==> src/rtl/smx_pkg.sv <==
package smx_pkg;
  // Search rank r -> window slot index; slot HMAX is the anode's own crossing,
  // larger index = earlier crossing. Odd ranks look earlier so ties go early.
  function automatic int rank_idx(input int r, input int hmax);
    if (r == 0) return hmax;
    else if (r % 2 == 1) return hmax + (r + 1) / 2;
    else return hmax - r / 2;
  endfunction

  function automatic int rank_dist(input int r);
    return (r + 1) / 2;
  endfunction
endpackage

==> src/rtl/cath_window.sv <==
module cath_window #(
  parameter int HMAX  = 2,
  parameter int HS_W  = 8,
  parameter int CQ_W  = 3,
  parameter int DEPTH = 2 * HMAX + 1
) (
  input  logic                      clk,
  input  logic                      rst,
  input  logic                      c_vld,
  input  logic [HS_W-1:0]           c_hs,
  input  logic [CQ_W-1:0]           c_q,
  input  logic [DEPTH-1:0]          consume,
  output logic [DEPTH-1:0]          w_vld,
  output logic [DEPTH-1:0][HS_W-1:0] w_hs,
  output logic [DEPTH-1:0][CQ_W-1:0] w_q
);
  always_ff @(posedge clk) begin
    if (rst) begin
      w_vld <= '0;
    end else begin
      w_vld[0] <= c_vld;
      for (int k = 1; k < DEPTH; k++) w_vld[k] <= w_vld[k-1] & ~consume[k-1];
    end
  end

  always_ff @(posedge clk) begin
    w_hs[0] <= c_hs;
    w_q[0]  <= c_q;
    for (int k = 1; k < DEPTH; k++) begin
      w_hs[k] <= w_hs[k-1];
      w_q[k]  <= w_q[k-1];
    end
  end
endmodule

==> src/rtl/anode_delay.sv <==
module anode_delay #(
  parameter int STAGES = 3,
  parameter int V      = 2,
  parameter int W      = 32
) (
  input  logic         clk,
  input  logic         rst,
  input  logic [V-1:0] vin,
  input  logic [W-1:0] din,
  output logic [V-1:0] vout,
  output logic [W-1:0] dout
);
  logic [V-1:0] vp [STAGES];
  logic [W-1:0] dp [STAGES];

  always_ff @(posedge clk) begin
    if (rst) begin
      for (int k = 0; k < STAGES; k++) vp[k] <= '0;
    end else begin
      vp[0] <= vin;
      for (int k = 1; k < STAGES; k++) vp[k] <= vp[k-1];
    end
  end

  always_ff @(posedge clk) begin
    dp[0] <= din;
    for (int k = 1; k < STAGES; k++) dp[k] <= dp[k-1];
  end

  assign vout = vp[STAGES-1];
  assign dout = dp[STAGES-1];
endmodule

==> src/rtl/stub_pick.sv <==
module stub_pick #(
  parameter int HMAX   = 2,
  parameter int WSEL_W = 2,
  parameter int DEPTH  = 2 * HMAX + 1,
  parameter int IDX_W  = $clog2(DEPTH)
) (
  input  logic              en,
  input  logic [DEPTH-1:0]  avail,
  input  logic [WSEL_W-1:0] half,
  output logic              found,
  output logic [IDX_W-1:0]  sel
);
  import smx_pkg::*;

  always_comb begin
    found = 1'b0;
    sel   = '0;
    for (int r = DEPTH - 1; r >= 0; r--) begin
      if (en && avail[rank_idx(r, HMAX)] && rank_dist(r) <= int'(half)) begin
        found = 1'b1;
        sel   = IDX_W'(rank_idx(r, HMAX));
      end
    end
  end
endmodule

==> src/rtl/stub_coinc_matcher.sv <==
module stub_coinc_matcher #(
  parameter int HMAX   = 2,
  parameter int WG_W   = 7,
  parameter int HS_W   = 8,
  parameter int AQ_W   = 3,
  parameter int CQ_W   = 3,
  parameter int BX_W   = 12,
  parameter int WSEL_W = 2,
  parameter int QS_W   = ((AQ_W > CQ_W) ? AQ_W : CQ_W) + 1,
  parameter int LCT_W  = QS_W + WG_W + HS_W
) (
  input  logic                        clk,
  input  logic                        rst,
  input  logic [WSEL_W-1:0]           win_sel,
  input  logic [BX_W-1:0]             bx_in,
  input  logic [1:0]                  a_vld,
  input  logic [1:0][WG_W-1:0]        a_wg,
  input  logic [1:0][AQ_W-1:0]        a_q,
  input  logic                        c_vld,
  input  logic [HS_W-1:0]             c_hs,
  input  logic [CQ_W-1:0]             c_q,
  output logic [1:0]                  out_vld,
  output logic [1:0][LCT_W-1:0]       out_lct,
  output logic [BX_W-1:0]             out_bx
);
  localparam int DEPTH = 2 * HMAX + 1;
  localparam int IDX_W = $clog2(DEPTH);
  localparam int AW    = WG_W + AQ_W;
  localparam int D_W   = BX_W + 2 * AW;

  // cathode history
  logic [DEPTH-1:0]            w_vld, consume;
  logic [DEPTH-1:0][HS_W-1:0]  w_hs;
  logic [DEPTH-1:0][CQ_W-1:0]  w_q;

  cath_window #(.HMAX(HMAX), .HS_W(HS_W), .CQ_W(CQ_W)) cwin_i (
    .clk(clk), .rst(rst), .c_vld(c_vld), .c_hs(c_hs), .c_q(c_q),
    .consume(consume), .w_vld(w_vld), .w_hs(w_hs), .w_q(w_q));

  // anode path delayed so that future cathodes are in the window
  logic [1:0]     d_vld;
  logic [D_W-1:0] d_word;
  logic [BX_W-1:0] d_bx;
  logic [1:0][WG_W-1:0] d_wg;
  logic [1:0][AQ_W-1:0] d_q;

  anode_delay #(.STAGES(HMAX + 1), .V(2), .W(D_W)) adly_i (
    .clk(clk), .rst(rst), .vin(a_vld),
    .din({bx_in, a_wg[1], a_q[1], a_wg[0], a_q[0]}),
    .vout(d_vld), .dout(d_word));

  assign {d_bx, d_wg[1], d_q[1], d_wg[0], d_q[0]} = d_word;

  // window half-width, capped at HMAX
  logic [WSEL_W-1:0] half;
  assign half = (int'(win_sel) > HMAX) ? WSEL_W'(HMAX) : win_sel;

  // pairing order: higher-quality anode first, anode 0 on a tie
  logic pri;
  assign pri = d_vld[1] && (!d_vld[0] || (d_q[1] > d_q[0]));

  logic [1:0]            fnd;
  logic [1:0][IDX_W-1:0] sel;
  logic [1:0][DEPTH-1:0] avail;
  logic [1:0]            aidx;

  assign aidx[0] = pri;
  assign aidx[1] = ~pri;
  assign avail[0] = w_vld;
  assign avail[1] = w_vld & ~(fnd[0] ? (DEPTH'(1) << sel[0]) : '0);

  for (genvar p = 0; p < 2; p++) begin : g_pick
    stub_pick #(.HMAX(HMAX), .WSEL_W(WSEL_W)) pick_i (
      .en(d_vld[aidx[p]]), .avail(avail[p]), .half(half),
      .found(fnd[p]), .sel(sel[p]));
  end

  assign consume = (fnd[0] ? (DEPTH'(1) << sel[0]) : '0)
                 | (fnd[1] ? (DEPTH'(1) << sel[1]) : '0);

  // combined words
  logic [1:0][LCT_W-1:0] word;
  for (genvar p = 0; p < 2; p++) begin : g_word
    assign word[p] = {QS_W'(d_q[aidx[p]]) + QS_W'(w_q[sel[p]]),
                      d_wg[aidx[p]], w_hs[sel[p]]};
  end

  always_ff @(posedge clk) begin
    if (rst) begin
      out_vld <= 2'b00;
    end else if (fnd[0]) begin
      out_vld <= {fnd[1], 1'b1};
    end else begin
      out_vld <= {1'b0, fnd[1]};
    end
  end

  always_ff @(posedge clk) begin
    out_lct[0] <= fnd[0] ? word[0] : word[1];
    out_lct[1] <= word[1];
    out_bx     <= d_bx;
  end
endmodule

==> config.mk <==
export PLATFORM = sky130hd
export DESIGN_NAME = stub_coinc_matcher
export DESIGN_NICKNAME = d
export VERILOG_FILES = /design/src/rtl/smx_pkg.sv /design/src/rtl/cath_window.sv /design/src/rtl/anode_delay.sv /design/src/rtl/stub_pick.sv /design/src/rtl/stub_coinc_matcher.sv
export SDC_FILE = /design/constraint.sdc
export NUM_CORES = 1
export LEC_CHECK = 0
export ABC_AREA = 1
export BUFFER_PORTS_ARGS = -buffer_cell sky130_fd_sc_hd__buf_2
export CORE_MARGIN = 2
export CORE_UTILIZATION = 59
export CTS_CLUSTER_DIAMETER = 60
export DETAILED_ROUTE_END_ITERATION = 16
export MAX_ROUTING_LAYER = met4
export PLACE_DENSITY = 0.83
export SETUP_SLACK_MARGIN = 0.05
export SLEW_MARGIN = 20
export SYNTH_ARGS = -nofsm -noshare
export SYNTH_HDL_FRONTEND = slang
export SYNTH_SLANG_ARGS = --single-unit
export TNS_END_PERCENT = 5
==> constraint.sdc <==
create_clock -name clk -period 6.55 [get_ports clk]
set_input_delay 0.9825 -clock clk [delete_from_list [all_inputs] [get_ports clk]]
set_output_delay 0.9825 -clock clk [all_outputs]
set_load 0.01 [all_outputs]
**Word level (Yosys, flattened, before mapping)**

Memories as Yosys holds them, arrays and structs flattened.
Cells that the tools add are included.

- Logic and storage cells: 117
- Memories: 2
- RAM bits: 102
- Input port bits: 50
- Output and inout bits: 52
- Flip-flop bits (word level): 112

- $lt $le $gt $ge: 8
- Shift-type cells: 2
- Muxes and demuxes: 49
- Add/subtract/negate cells: 2
- Bitwise operators: 16
- Reductions and logical operators: 22

Memory list:

| memory | words | bits a word | rd ports | clocked after memory_dff | wr ports | line | text |
|---|---|---|---|---|---|---|---|
| adly_i.dp | 3 | 32 | 3 | 0 | 3 | anode_delay.sv:14 | `logic [W-1:0] dp [STAGES];` |
| adly_i.vp | 3 | 2 | 3 | 0 | 3 | anode_delay.sv:13 | `logic [V-1:0] vp [STAGES];` |

Operator list:

| cell | number |
|---|---|
| $bmux W8 S3 | 2 |
| $mux W3 | 14 |
| $mux W7 | 4 |
| $logic_and A1 B1 Y1 | 19 |
| $mux W19 | 1 |
| $bmux W3 S3 | 2 |
| $mux W1 | 18 |
| $mux W8 | 2 |
| $add A3 B3 Y4 | 2 |
| $lt A3 B4 Y1 const B | 2 |
| $mux W2 | 4 |
| $not A1 Y1 | 6 |
| $and A5 B5 Y5 | 1 |
| $mux W5 | 1 |
| $not A5 Y5 | 1 |
| $shl A1 B3 Y5 const A | 1 |
| $and A1 B1 Y1 | 4 |
| $lt A1 B2 Y1 const B | 2 |
| $mux W4 | 1 |
| $or A4 B4 Y4 | 1 |
| $shl A1 B3 Y4 const A | 1 |
| $gt A3 B3 Y1 | 1 |
| $or A1 B1 Y1 | 3 |
| $gt A2 B2 Y1 const B | 1 |
| other kinds (5) | 5 |

**Logic depth before layout (Yosys ltp)**

An unclocked memory read counts as a cell.

- Depth after elaboration: 27
- Gate-level depth with buffers: 16
- Mapped depth without buffers: 16

**Cells and area by module**

From an unflattened synthesis, not the netlist that was laid out.

- Cell total of the unflattened synthesis: 673
- Area, all modules: 6571.3 um2

Modules (own cells, without submodules):

| module | instances | cells an instance | area an instance (um2) | sequential area each (um2) |
|---|---|---|---|---|
| stub_coinc_matcher | 1 | 414 | 2824.0 | 1041.0 |
| anode_delay | 1 | 148 | 2342.2 | 2042.0 |
| cath_window | 1 | 71 | 1242.4 | 1201.2 |
| stub_pick | 2 | 20 | 81.3 | 0.0 |

**Worst setup path after synthesis**

Ideal clock, no wire load.

- Path type: input to register
- Start: input port win_sel[1]
- End: register out_lct[17] (netlist name)
- Data arrival time: 2.773 ns
- Path buffers: 1
- Setup time: 0.130 ns
- Cell stages on the path: 14
- Setup slack: 3.648 ns
- Data required time: 6.420 ns
- Cells stage by stage: nor2_2 > nor2_8 > nand2_2 > nand3_4 > buf_2 > nand4_1 > nand2_1 > o21ai_1 > ha_1 > inv_1 > fa_1 > xnor2_1 > nand2_1 > o21ai_0

RTL lines:

| item | line | text |
|---|---|---|
| start: declaration | stub_coinc_matcher.sv:14 | `input logic [WSEL_W-1:0] win_sel,` |
| end: declaration | stub_coinc_matcher.sv:23 | `output logic [1:0][LCT_W-1:0] out_lct,` |

==> results.json <==
{
  "status": "finished clean",
  "finalHoldViolCount": 0,
  "ctsHoldBuffers": 0,
  "slowest_delay_ns": 0.76,
  "drt-initial-drc-count": 210,
  "rows": 37,
  "min_path_cells": 0,
  "viasPerCell": 4.97,
  "maxCapViolations": 0,
  "syn_avg_cell_area_sq_um": 10.4,
  "multi_input_comb_area_sq_mm": 0.00165,
  "ys_warn_count": 0,
  "drv_slew": 0,
  "final_cell_mix": "214 x dfxtp_1, 140 x nand2_1, 101 x buf_2",
  "ios": 102,
  "area_growth_pct": 19.7,
  "finalWirelength_mm": 12.4,
  "place.detailed.hpwl_mm": 8.14,
  "required_ns": 7.00,
  "crit_path_start_kind": "flop",
  "clk_path_buf_depth": 3,
  "ys_seq_area_frac": 0.688,
  "clkSlewWorstSetupHoldPaths_ns": 0.06,
  "grt_antenna_before_repair": 1,
  "fin_skew_ns": 0.00756,
  "cts-resized-gates": 0,
  "drive_gt1_frac": 0.228,
  "fin_ws_ns": 3.31,
  "clk_latency_ns": 0.54,
  "hp-class": "reg2reg",
  "slowest_stage": "dfxtp_1",
  "cts_root_buf": "clkbuf_8",
  "cts_sinks": 214,
  "reg2reg_from": "adly_i.vp[0][5]$_SDFF_PP0_",
  "place_congestion": 0.974,
  "leakage_nw": 3.61,
  "grt_pass1_vias": 4274,
  "ant_nets": 0,
  "finalSetupTns_ns": 0,
  "syn-num-nets": 661,
  "relSlewSlack": 0.316,
  "num_vias": 4261,
  "fmax_mhz": 309,
  "final_common_cell": "dfxtp_1",
  "rr_endpoint": "out_lct[17]$_DFF_P_",
  "fin_crit_sh": 0.494,
  "portBuffers": 101,
  "postCtsSetupRepairBufs": 0,
  "dieHeight_um": 107,
  "core_sq_mm": 0.0103,
  "start_util": 0.606,
  "dieArea_sq_mm": 0.0114,
  "die_x_um": 107,
  "gr-total-overflow": 0,
  "worst_ep_arrival_time_ns": 3.69,
  "min-delay-start": "adly_i.dp[0][50]$_DFF_P_",
  "holdWs_ns": 0.324,
  "syn-instance-count": 600,
  "cp-end-kind": "flop",
  "regToRegSetupSlack_ns": 3.31,
  "grt_pass1_wl_mm": 20.2,
  "n_fill_cell": 733,
  "crit_chain": "nand2_2 > nor2_4 > nand3_4 > nand3_4 > nand2_1 > o21ai_1 > ha_1 > inv_1 > fa_1 > xnor2_1 > nand2_1 > o21ai_0",
  "cts_max_level": 1,
  "rsz0062_at_grt": "no",
  "firstDrtPassIters": 5,
  "critPathBufInv": 1,
  "wire_per_inst_um": 14.5,
  "cts_tree": "built",
  "grt_start_max_net_pins": 27,
  "preCtsSetupSlack_ns": 3.01,
  "grt_use_total": 0.229,
  "nets": 767,
  "critPathKind": "reg2reg",
  "ff_latch_area_sq_mm": 0.00428,
  "cts_buffers": 20,
  "fin_crit_ns": 3.24,
  "crit_family": "simple AND/OR/NAND/NOR gates",
  "crit_fanout": 26,
  "utilization": 0.725,
  "min_to": "adly_i.dp[0][82]$_DFF_P_",
  "worst_r2r_path_depth": 12,
  "ys_ff_latch": 214,
  "power.density_mw_per_mm2": 357,
  "worst_pin_slew_ns": 1.02,
  "finalSetupViolations": 0,
  "peakVddDrop_mv": 0.299,
  "syn-cell-area_sq_mm": 0.00623,
  "synth_cell_types": 34,
  "drc": 0
}
==> through the flow <==
step,cells,area [sq um],total power [W]
3_3_place_gp,820,6800,0.00155
5_1_grt,857,7450,0.00275
4_1_cts,856,7450,0.00268
6_report,857,7450,0.00266
2_1_floorplan,600,6230,0.00150
3_5_place_dp,820,6800,0.00156
==> worst max path at each step <==
stage	endpoint	start	cells past startpoint
6_report	out_lct[17]$_DFF_P_	adly_i.vp[0][5]$_SDFF_PP0_	12
2_1_floorplan	out_lct[17]$_DFF_P_	win_sel[1]	14
3_5_place_dp	out_lct[17]$_DFF_P_	win_sel[1]	12
3_3_place_gp	out_lct[16]$_DFF_P_	win_sel[1]	13
4_1_cts	out_lct[17]$_DFF_P_	adly_i.vp[0][5]$_SDFF_PP0_	11
5_1_grt	out_lct[17]$_DFF_P_	adly_i.vp[0][5]$_SDFF_PP0_	11
==> report_power, final <==
part / switching [W] / leakage (nW) / internal [W]
clock: 0.000460 / 0.321 / 0.000667
combinational: 0.0000700 / 1.48 / 0.0000529
sequential: 0.0000330 / 1.80 / 0.00138
total: 0.000562 / 3.61 / 0.00210
==> Yosys cell counts, drive strengths merged <==
library cell  number  area share
a21oi              5      0.0040
a22oi              1      0.0012
a31oi              3      0.0030
buf               15       0.015
clkbuf             2      0.0012
clkinv             1     0.00060
dfxtp            214        0.69
fa                 2      0.0064
ha                 9       0.018
inv               49       0.030
nand2            149       0.094
nand3             52       0.051
nand4             13       0.015
nor2              55       0.040
nor3               3      0.0042
o211ai            11       0.013
o21ai             12      0.0096
or2                2      0.0020
xnor2              1      0.0014
xor2               1      0.0014
==> area by class of cell <==
class | instances | area share
inverters | 50 | 0.0252
repair buffers | 101 | 0.0678
clock buffers | 29 | 0.0754
clock inverters | 7 | 0.0123
diodes | 1 | 0.000336
multi-input cells | 319 | 0.222
flip-flops and latches | 214 | 0.575
well taps | 136 | 0.0228
==> worst register-to-register path, delay by kind of cell, from the launching register on <==
family	cells	cell delay (ns)
compound gates	2	0.25
fa+ha+maj	2	0.55
flops	1	0.76
xor+xnor	1	0.20
simple gates	6	1.34
buf+inv	1	0.06
==> sequential cells by signal, indices dropped and copies added, names as in the netlist <==
| register | count |
|---|---|
| adly_i.dp | 96 |
| adly_i.vp | 6 |
| cwin_i.w_hs | 40 |
| cwin_i.w_q | 15 |
| cwin_i.w_vld | 5 |
| out_bx | 12 |
| out_lct | 38 |
| out_vld | 2 |
==> logic make-up after synthesis <==
group	Yosys count	synth area share
xor+xnor	2	0.00281
compound gates	32	0.0311
simple gates	274	0.207
fa+ha+maj	11	0.0245
flops	214	0.688
buf+inv	67	0.0468
==> layer usage <==
layer	GRT usage	share of wire	wire length (um)	vias to the layer above
met2	0.399	0.51	6300	180
li1	-	-	-	2111
met4	0.0779	0.024	301	0
met3	0.0498	0.073	909	36
met5	-	0	0	-
met1	0.262	0.40	4930	1934
Note: power is estimated with default switching activity, not from simulation.
